**src/rtl/bgload_pkg.sv**
```systemverilog
package bgload_pkg;

    typedef enum logic [1:0] {
        ST_IDLE  = 2'd0,
        ST_ISSUE = 2'd1,
        ST_GAP   = 2'd2
    } gen_state_e;

endpackage

```
**src/rtl/bgload_chunk_calc.sv**
```systemverilog
module bgload_chunk_calc #(
    parameter int LEN_W      = 13,
    parameter int BSEL_W     = 2,
    parameter int CNT_W      = 8,
    parameter int BASE_BURST = 16
) (
    input  logic [BSEL_W-1:0] bsel,
    input  logic [LEN_W-1:0]  rem,
    output logic [LEN_W-1:0]  burst,
    output logic [CNT_W-1:0]  bytes
);
    localparam int NSEL = 1 << BSEL_W;

    logic [LEN_W-1:0] burst_tab [NSEL];

    // one entry per burst code: BASE_BURST doubled per step
    for (genvar g = 0; g < NSEL; g++) begin : g_burst
        assign burst_tab[g] = LEN_W'(BASE_BURST << g);
    end

    assign burst = burst_tab[bsel];
    assign bytes = CNT_W'((rem < burst) ? rem : burst);

endmodule

```
**src/rtl/bgload_gap_timer.sv**
```systemverilog
module bgload_gap_timer #(
    parameter int RATE_W = 3
) (
    input  logic              clk,
    input  logic              rst_n,
    input  logic              clear,
    input  logic              load,
    input  logic [RATE_W-1:0] load_val,
    output logic              last
);
    logic [RATE_W-1:0] cnt;

    always_ff @(posedge clk) begin
        if (!rst_n || clear) begin
            cnt <= '0;
        end else if (load) begin
            cnt <= load_val;
        end else if (cnt != '0) begin
            cnt <= cnt - 1'b1;
        end
    end

    assign last = (cnt == RATE_W'(1));


    gap_reload_chk: assert property (@(posedge clk) disable iff (!rst_n)
        load |-> (cnt == '0));

endmodule

```
**src/rtl/bgload_xfer_track.sv**
```systemverilog
module bgload_xfer_track #(
    parameter int ADDR_W = 32,
    parameter int LEN_W  = 13,
    parameter int BSEL_W = 2,
    parameter int RATE_W = 3,
    parameter int CNT_W  = 8
) (
    input  logic              clk,
    input  logic              rst_n,
    input  logic              load,
    input  logic              advance,
    input  logic [ADDR_W-1:0] cfg_base,
    input  logic [LEN_W-1:0]  cfg_len,
    input  logic [BSEL_W-1:0] cfg_bsel,
    input  logic [RATE_W-1:0] cfg_rate,
    input  logic [CNT_W-1:0]  step_bytes,
    output logic [ADDR_W-1:0] addr,
    output logic [LEN_W-1:0]  rem,
    output logic [BSEL_W-1:0] bsel_q,
    output logic [RATE_W-1:0] rate_q
);
    always_ff @(posedge clk) begin
        if (!rst_n) begin
            addr   <= '0;
            rem    <= '0;
            bsel_q <= '0;
            rate_q <= '0;
        end else if (load) begin
            addr   <= cfg_base;
            rem    <= cfg_len;
            bsel_q <= cfg_bsel;
            rate_q <= cfg_rate;
        end else if (advance) begin
            addr <= addr + ADDR_W'(step_bytes);
            rem  <= rem - LEN_W'(step_bytes);
        end
    end


    advance_left_chk: assert property (@(posedge clk) disable iff (!rst_n)
        advance |=> (rem != '0));

endmodule

```
**src/rtl/bgload_rdcmd_gen.sv**
```systemverilog
module bgload_rdcmd_gen
    import bgload_pkg::*;
#(
    parameter int ADDR_W     = 32,
    parameter int MAX_LEN    = 4096,
    parameter int BASE_BURST = 16,
    parameter int BSEL_W     = 2,
    parameter int RATE_W     = 3,
    localparam int LEN_W     = $clog2(MAX_LEN + 1),
    localparam int MAX_BURST = BASE_BURST << ((1 << BSEL_W) - 1),
    localparam int CNT_W     = $clog2(MAX_BURST + 1)
) (
    input  logic              clk,
    input  logic              rst_n,
    input  logic              enable,
    input  logic              start,
    input  logic [ADDR_W-1:0] cfg_base,
    input  logic [LEN_W-1:0]  cfg_len,
    input  logic [BSEL_W-1:0] cfg_bsel,
    input  logic [RATE_W-1:0] cfg_rate,
    input  logic              cmd_ready,
    output logic              cmd_valid,
    output logic [ADDR_W-1:0] cmd_addr,
    output logic [CNT_W-1:0]  cmd_bytes,
    output logic              done_pulse
);
    gen_state_e state, nxt_state;

    logic [LEN_W-1:0]  trk_rem;
    logic [BSEL_W-1:0] bsel_q;
    logic [RATE_W-1:0] rate_q;
    logic [LEN_W-1:0]  burst_w;
    logic              accept, is_final, start_ok, chain_ok;
    logic              trk_load, trk_advance;
    logic              gap_load, gap_clear, gap_last;
    logic              done_q;

    assign accept      = cmd_valid && cmd_ready;
    assign is_final    = accept && (trk_rem == LEN_W'(cmd_bytes));
    assign start_ok    = (state == ST_IDLE) && start && enable && (cfg_len != '0);
    assign chain_ok    = is_final && enable && (cfg_len != '0);
    assign trk_load    = start_ok || chain_ok;
    assign trk_advance = accept && !is_final;
    assign gap_load    = accept && (nxt_state == ST_GAP);
    assign gap_clear   = (state == ST_GAP) && !enable;

    bgload_xfer_track #(
        .ADDR_W (ADDR_W),
        .LEN_W  (LEN_W),
        .BSEL_W (BSEL_W),
        .RATE_W (RATE_W),
        .CNT_W  (CNT_W)
    ) u_track (
        .clk        (clk),
        .rst_n      (rst_n),
        .load       (trk_load),
        .advance    (trk_advance),
        .cfg_base   (cfg_base),
        .cfg_len    (cfg_len),
        .cfg_bsel   (cfg_bsel),
        .cfg_rate   (cfg_rate),
        .step_bytes (cmd_bytes),
        .addr       (cmd_addr),
        .rem        (trk_rem),
        .bsel_q     (bsel_q),
        .rate_q     (rate_q)
    );

    bgload_chunk_calc #(
        .LEN_W      (LEN_W),
        .BSEL_W     (BSEL_W),
        .CNT_W      (CNT_W),
        .BASE_BURST (BASE_BURST)
    ) u_chunk (
        .bsel  (bsel_q),
        .rem   (trk_rem),
        .burst (burst_w),
        .bytes (cmd_bytes)
    );

    bgload_gap_timer #(
        .RATE_W (RATE_W)
    ) u_gap (
        .clk      (clk),
        .rst_n    (rst_n),
        .clear    (gap_clear),
        .load     (gap_load),
        .load_val (rate_q),
        .last     (gap_last)
    );

    // next-state decision
    always_comb begin
        nxt_state = state;
        unique case (state)
            ST_IDLE: begin
                if (start_ok) nxt_state = ST_ISSUE;
            end
            ST_ISSUE: begin
                if (accept) begin
                    if (!enable || (is_final && !chain_ok)) nxt_state = ST_IDLE;
                    else if (rate_q == '0)                  nxt_state = ST_ISSUE;
                    else                                    nxt_state = ST_GAP;
                end
            end
            ST_GAP: begin
                if (!enable)       nxt_state = ST_IDLE;
                else if (gap_last) nxt_state = ST_ISSUE;
            end
            default: nxt_state = ST_IDLE;
        endcase
    end

    // state register
    always_ff @(posedge clk) begin
        if (!rst_n) state <= ST_IDLE;
        else        state <= nxt_state;
    end

    // outputs
    always_ff @(posedge clk) begin
        if (!rst_n) done_q <= 1'b0;
        else        done_q <= is_final;
    end

    assign cmd_valid  = (state == ST_ISSUE);
    assign done_pulse = done_q;


    hold_stable_chk: assert property (@(posedge clk) disable iff (!rst_n)
        (cmd_valid && !cmd_ready) |=>
            (cmd_valid && $stable(cmd_addr) && $stable(cmd_bytes)));


    bytes_cap_chk: assert property (@(posedge clk) disable iff (!rst_n)
        cmd_valid |-> ((cmd_bytes != '0) && (LEN_W'(cmd_bytes) <= burst_w)));


    gap_quiet_chk: assert property (@(posedge clk) disable iff (!rst_n)
        (accept && enable && (rate_q != '0)) |=> !cmd_valid);


    stop_idle_chk: assert property (@(posedge clk) disable iff (!rst_n)
        (accept && !enable) |=> !cmd_valid);


    idle_hold_chk: assert property (@(posedge clk) disable iff (!rst_n)
        (!cmd_valid && !enable) |=> !cmd_valid);


    done_after_accept_chk: assert property (@(posedge clk) disable iff (!rst_n)
        done_pulse |-> $past(accept));

endmodule

```
**config.mk**
```make
export PLATFORM = sky130hd
export DESIGN_NAME = bgload_rdcmd_gen
export DESIGN_NICKNAME = d
export VERILOG_FILES = /design/src/rtl/bgload_pkg.sv /design/src/rtl/bgload_chunk_calc.sv /design/src/rtl/bgload_gap_timer.sv /design/src/rtl/bgload_xfer_track.sv /design/src/rtl/bgload_rdcmd_gen.sv
export SDC_FILE = /design/constraint.sdc
export NUM_CORES = 1
export LEC_CHECK = 0
export BUFFER_PORTS_ARGS = -buffer_cell sky130_fd_sc_hd__buf_4
export CAP_MARGIN = 40
export CORE_MARGIN = 5
export CORE_UTILIZATION = 45
export CTS_CLUSTER_DIAMETER = 30
export CTS_CLUSTER_SIZE = 40
export DETAILED_ROUTE_END_ITERATION = 12
export PLACE_DENSITY = 0.78
export SYNTH_ARGS = -nofsm -noshare
export SYNTH_HDL_FRONTEND = slang
export SYNTH_SLANG_ARGS = --single-unit
```
**constraint.sdc**
```tcl
create_clock -name clk -period 4.2 [get_ports clk]
set_input_delay 0.42 -clock clk [delete_from_list [all_inputs] [get_ports clk]]
set_output_delay 0.42 -clock clk [all_outputs]
set_load 0.01 [all_outputs]
```
==> impl_metrics.py <==
metrics = {
    "route": {
        "wl_um": 11400,
        "drc_errors": 0,
        "antenna_left": 0,
        "post_drt_wl_per_cell_um": 16.8,
        "post_drt_via_cell_ratio": 6.00,
        "via_count": 4084,
        "drt_iter0_drc": 278,
        "drt_first_pass_iters": 5,
    },
    "worst_setup_path": {
        "rr_worst_depth": 17,
        "start_kind": "register",
        "required_ps": 4380,
        "end_kind": "register",
        "rrSetupSlack_ps": 230,
        "crit_type": "register to register",
        "critPathArrivalTime_ps": 4160,
        "critPathMaxFanout": 9,
    },
    "logic_synthesis": {
        "synth_top_area_cell": "dfxtp_1",
        "ys_top_cells_by_area": "dfxtp_1 31%, ha_1 6.5%, a21oi_1 5.7%",
        "synth_ff_type": "dfxtp_1",
        "syn_avg_cell_area_um2": 7.78,
        "syn_area_mm2": 0.00367,
        "yosysWarningCount": 0,
        "ys_async_sr_fraction_pct": 0,
        "synth_top_area_share_pct": 30.5,
        "synth_nets": 547,
        "synth_edf_count": 0,
        "ys_types": 62,
        "syn_inst": 472,
        "yosysSeqAreaShare_pct": 30.5,
        "synth_seq_cells": 56,
    },
    "floorplan": {
        "initial_core_util_pct": 45.4,
        "dieWidth_um": 100,
        "core_area_mm2": 0.00809,
        "rows": 33,
        "die_y_um": 100,
        "ios": 97,
        "die_area_mm2": 0.0101,
    },
    "placement": {
        "hpwl_um": 8850,
        "routabilityCongestion": 0.959,
        "port_buffers": 96,
        "dp_cells": 674,
    },
    "cts": {
        "cts_buffers": 5,
        "cts_tree": "built",
        "cts_setup_buffers": 0,
        "cts_num_sinks": 56,
        "clockRootBuffer": "clkbuf_8",
        "clk_pin_slew_ps": 100,
        "cts_resized": 0,
        "htreeDepth": 2,
        "hold_buffers": 0,
        "worstSkewPairLatency_ps": 310,
        "cts_buffer_depth": 2,
    },
    "worst_hold_path": {
        "hold_depth": 3,
        "hold_path.class": "input pin to register",
    },
    "global_route": {
        "grtUsageTotal_pct": 22.4,
        "first_global_vias": 3879,
        "grt_overflow": 0,
        "antenna_found_initial": 0,
        "grt_max_degree": 38,
        "grt_pass1_wl_um": 18500,
    },
    "finish": {
        "fillers": 762,
        "stdcell_count": 681,
        "nNetsFinal": 651,
        "antenna_cells": 0,
        "fin_util_pct": 58.9,
        "drive_gt1_share_pct": 25.2,
        "area_growth_pct": 29.7,
    },
    "timing": {
        "max_slew.worst_pin.slew_ps": 718,
        "hold_viol": 0,
        "slew_viol_final": 0,
        "holdWs_ps": 306,
        "fin_crit_sh_pct": 94.6,
        "slew_headroom_pct": 52.0,
        "fin_worst_skew_ps": 8.38,
        "fmax_ghz": 0.252,
        "setup_viol": 0,
        "setup_tns_ps": 0,
        "period_minus_slack_ps": 3970,
    },
    "run_status": {
        "status": "complete, no violations",
    },
    "pwr": {
        "irDropWorstVdd_mv": 0.179,
        "power.density_mw_per_mm2": 336,
        "leakage_nw": 1.98,
        "finalPower_mw": 1.60,
    },
    "flow_run": {
        "drv_cap": 0,
    },
}
[cell families after synthesis]
family | after synthesis | share of synthesized area, %
and+or+nand+nor | 174 | 24.1
AOI/OAI and AO/OA | 157 | 28.2
DFF | 56 | 30.5
buffers and inverters | 40 | 4.19
adders and majority gates | 20 | 7.02
xor gates and xnor gates | 18 | 4.29
muxes | 6 | 1.63
other | 1 | 0.102
[flip-flops by register name, summed over array words and instances, names as in the netlist]
register,count
u_track.addr,32
u_track.bsel_q,2
u_track.rate_q,3
state,2
u_track.rem,13
done_pulse,1
u_gap.cnt,3
[synthesized netlist by cell type (11+ instances only)]
library cell	number
nand2_1	55
dfxtp_1	56
o21ai_0	27
inv_1	15
nor3_1	17
xnor2_1	11
clkbuf_1	21
a22oi_1	15
a21oi_1	42
nor2_1	33
ha_1	19
nand3_1	12
[final timing paths]
kind | startpoint | end
worst min register to register | u_track.addr[0] | u_track.addr[0]
worst max-delay path | u_track.bsel_q[0] | u_track.addr[30]
worst min-delay path | cfg_base[27] | u_track.addr[27]
worst max register to register | u_track.bsel_q[0] | u_track.addr[30]
[layer usage]
layer / track usage, % / wire length, µm
met1: 29.5 / 4930
met2: 37.9 / 5400
met3: 3.75 / 848
met4: 6.32 / 234
met5: 0 / 0
[where the power goes]
part | total [mW] | switching, mW | internal, mW
clock network | 0.318 | 0.171 | 0.147
registers | 0.641 | 0.0601 | 0.581
logic | 0.639 | 0.338 | 0.301
[cell type report]
cell class	count	area, µm²	area share [%]
Clock buffer	7	96.3	2.02
Multi-Input combinational cell	376	2440	51.3
Sequential cell	56	1120	23.5
Timing Repair Buffer	122	916	19.2
Inverter	15	56.3	1.18
Tap cell	105	131	2.76
[critical path, stage by stage, from the launching register on]
cell,delay (ps)
dfxtp_1,370
nand2b_1,180
ha_1,300
a21oi_1,190
o32ai_2,120
nor3_2,210
buf_4,190
and2_1,160
ha_1,200
inv_1,60
fa_1,390
nor2b_1,200
o31ai_1,150
a21oi_1,310
nor2_1,200
o211a_1,260
a211oi_1,260
a21oi_1,100
[placed cells by master (no fill, tap or decap), types with 11 or more instances in the layout]
master and instances:
xnor2_1 11, ha_1 19, nor2_1 33, nor3_1 16, a22oi_1 15, o21ai_0 24
nand2_1 54, dfxtp_1 56, inv_1 15, nand3_1 12, a21oi_1 42, buf_4 122
[through the flow]
step | area, µm² | worst slack, ps
after global placement | 4630 | 328
after floorplan | 3670 | 109
after global routing | 4760 | -43.5
final | 4760 | 229
after detailed placement | 4630 | 101
after CTS | 4730 | 44.5
Power figures use the tool's default switching activity.
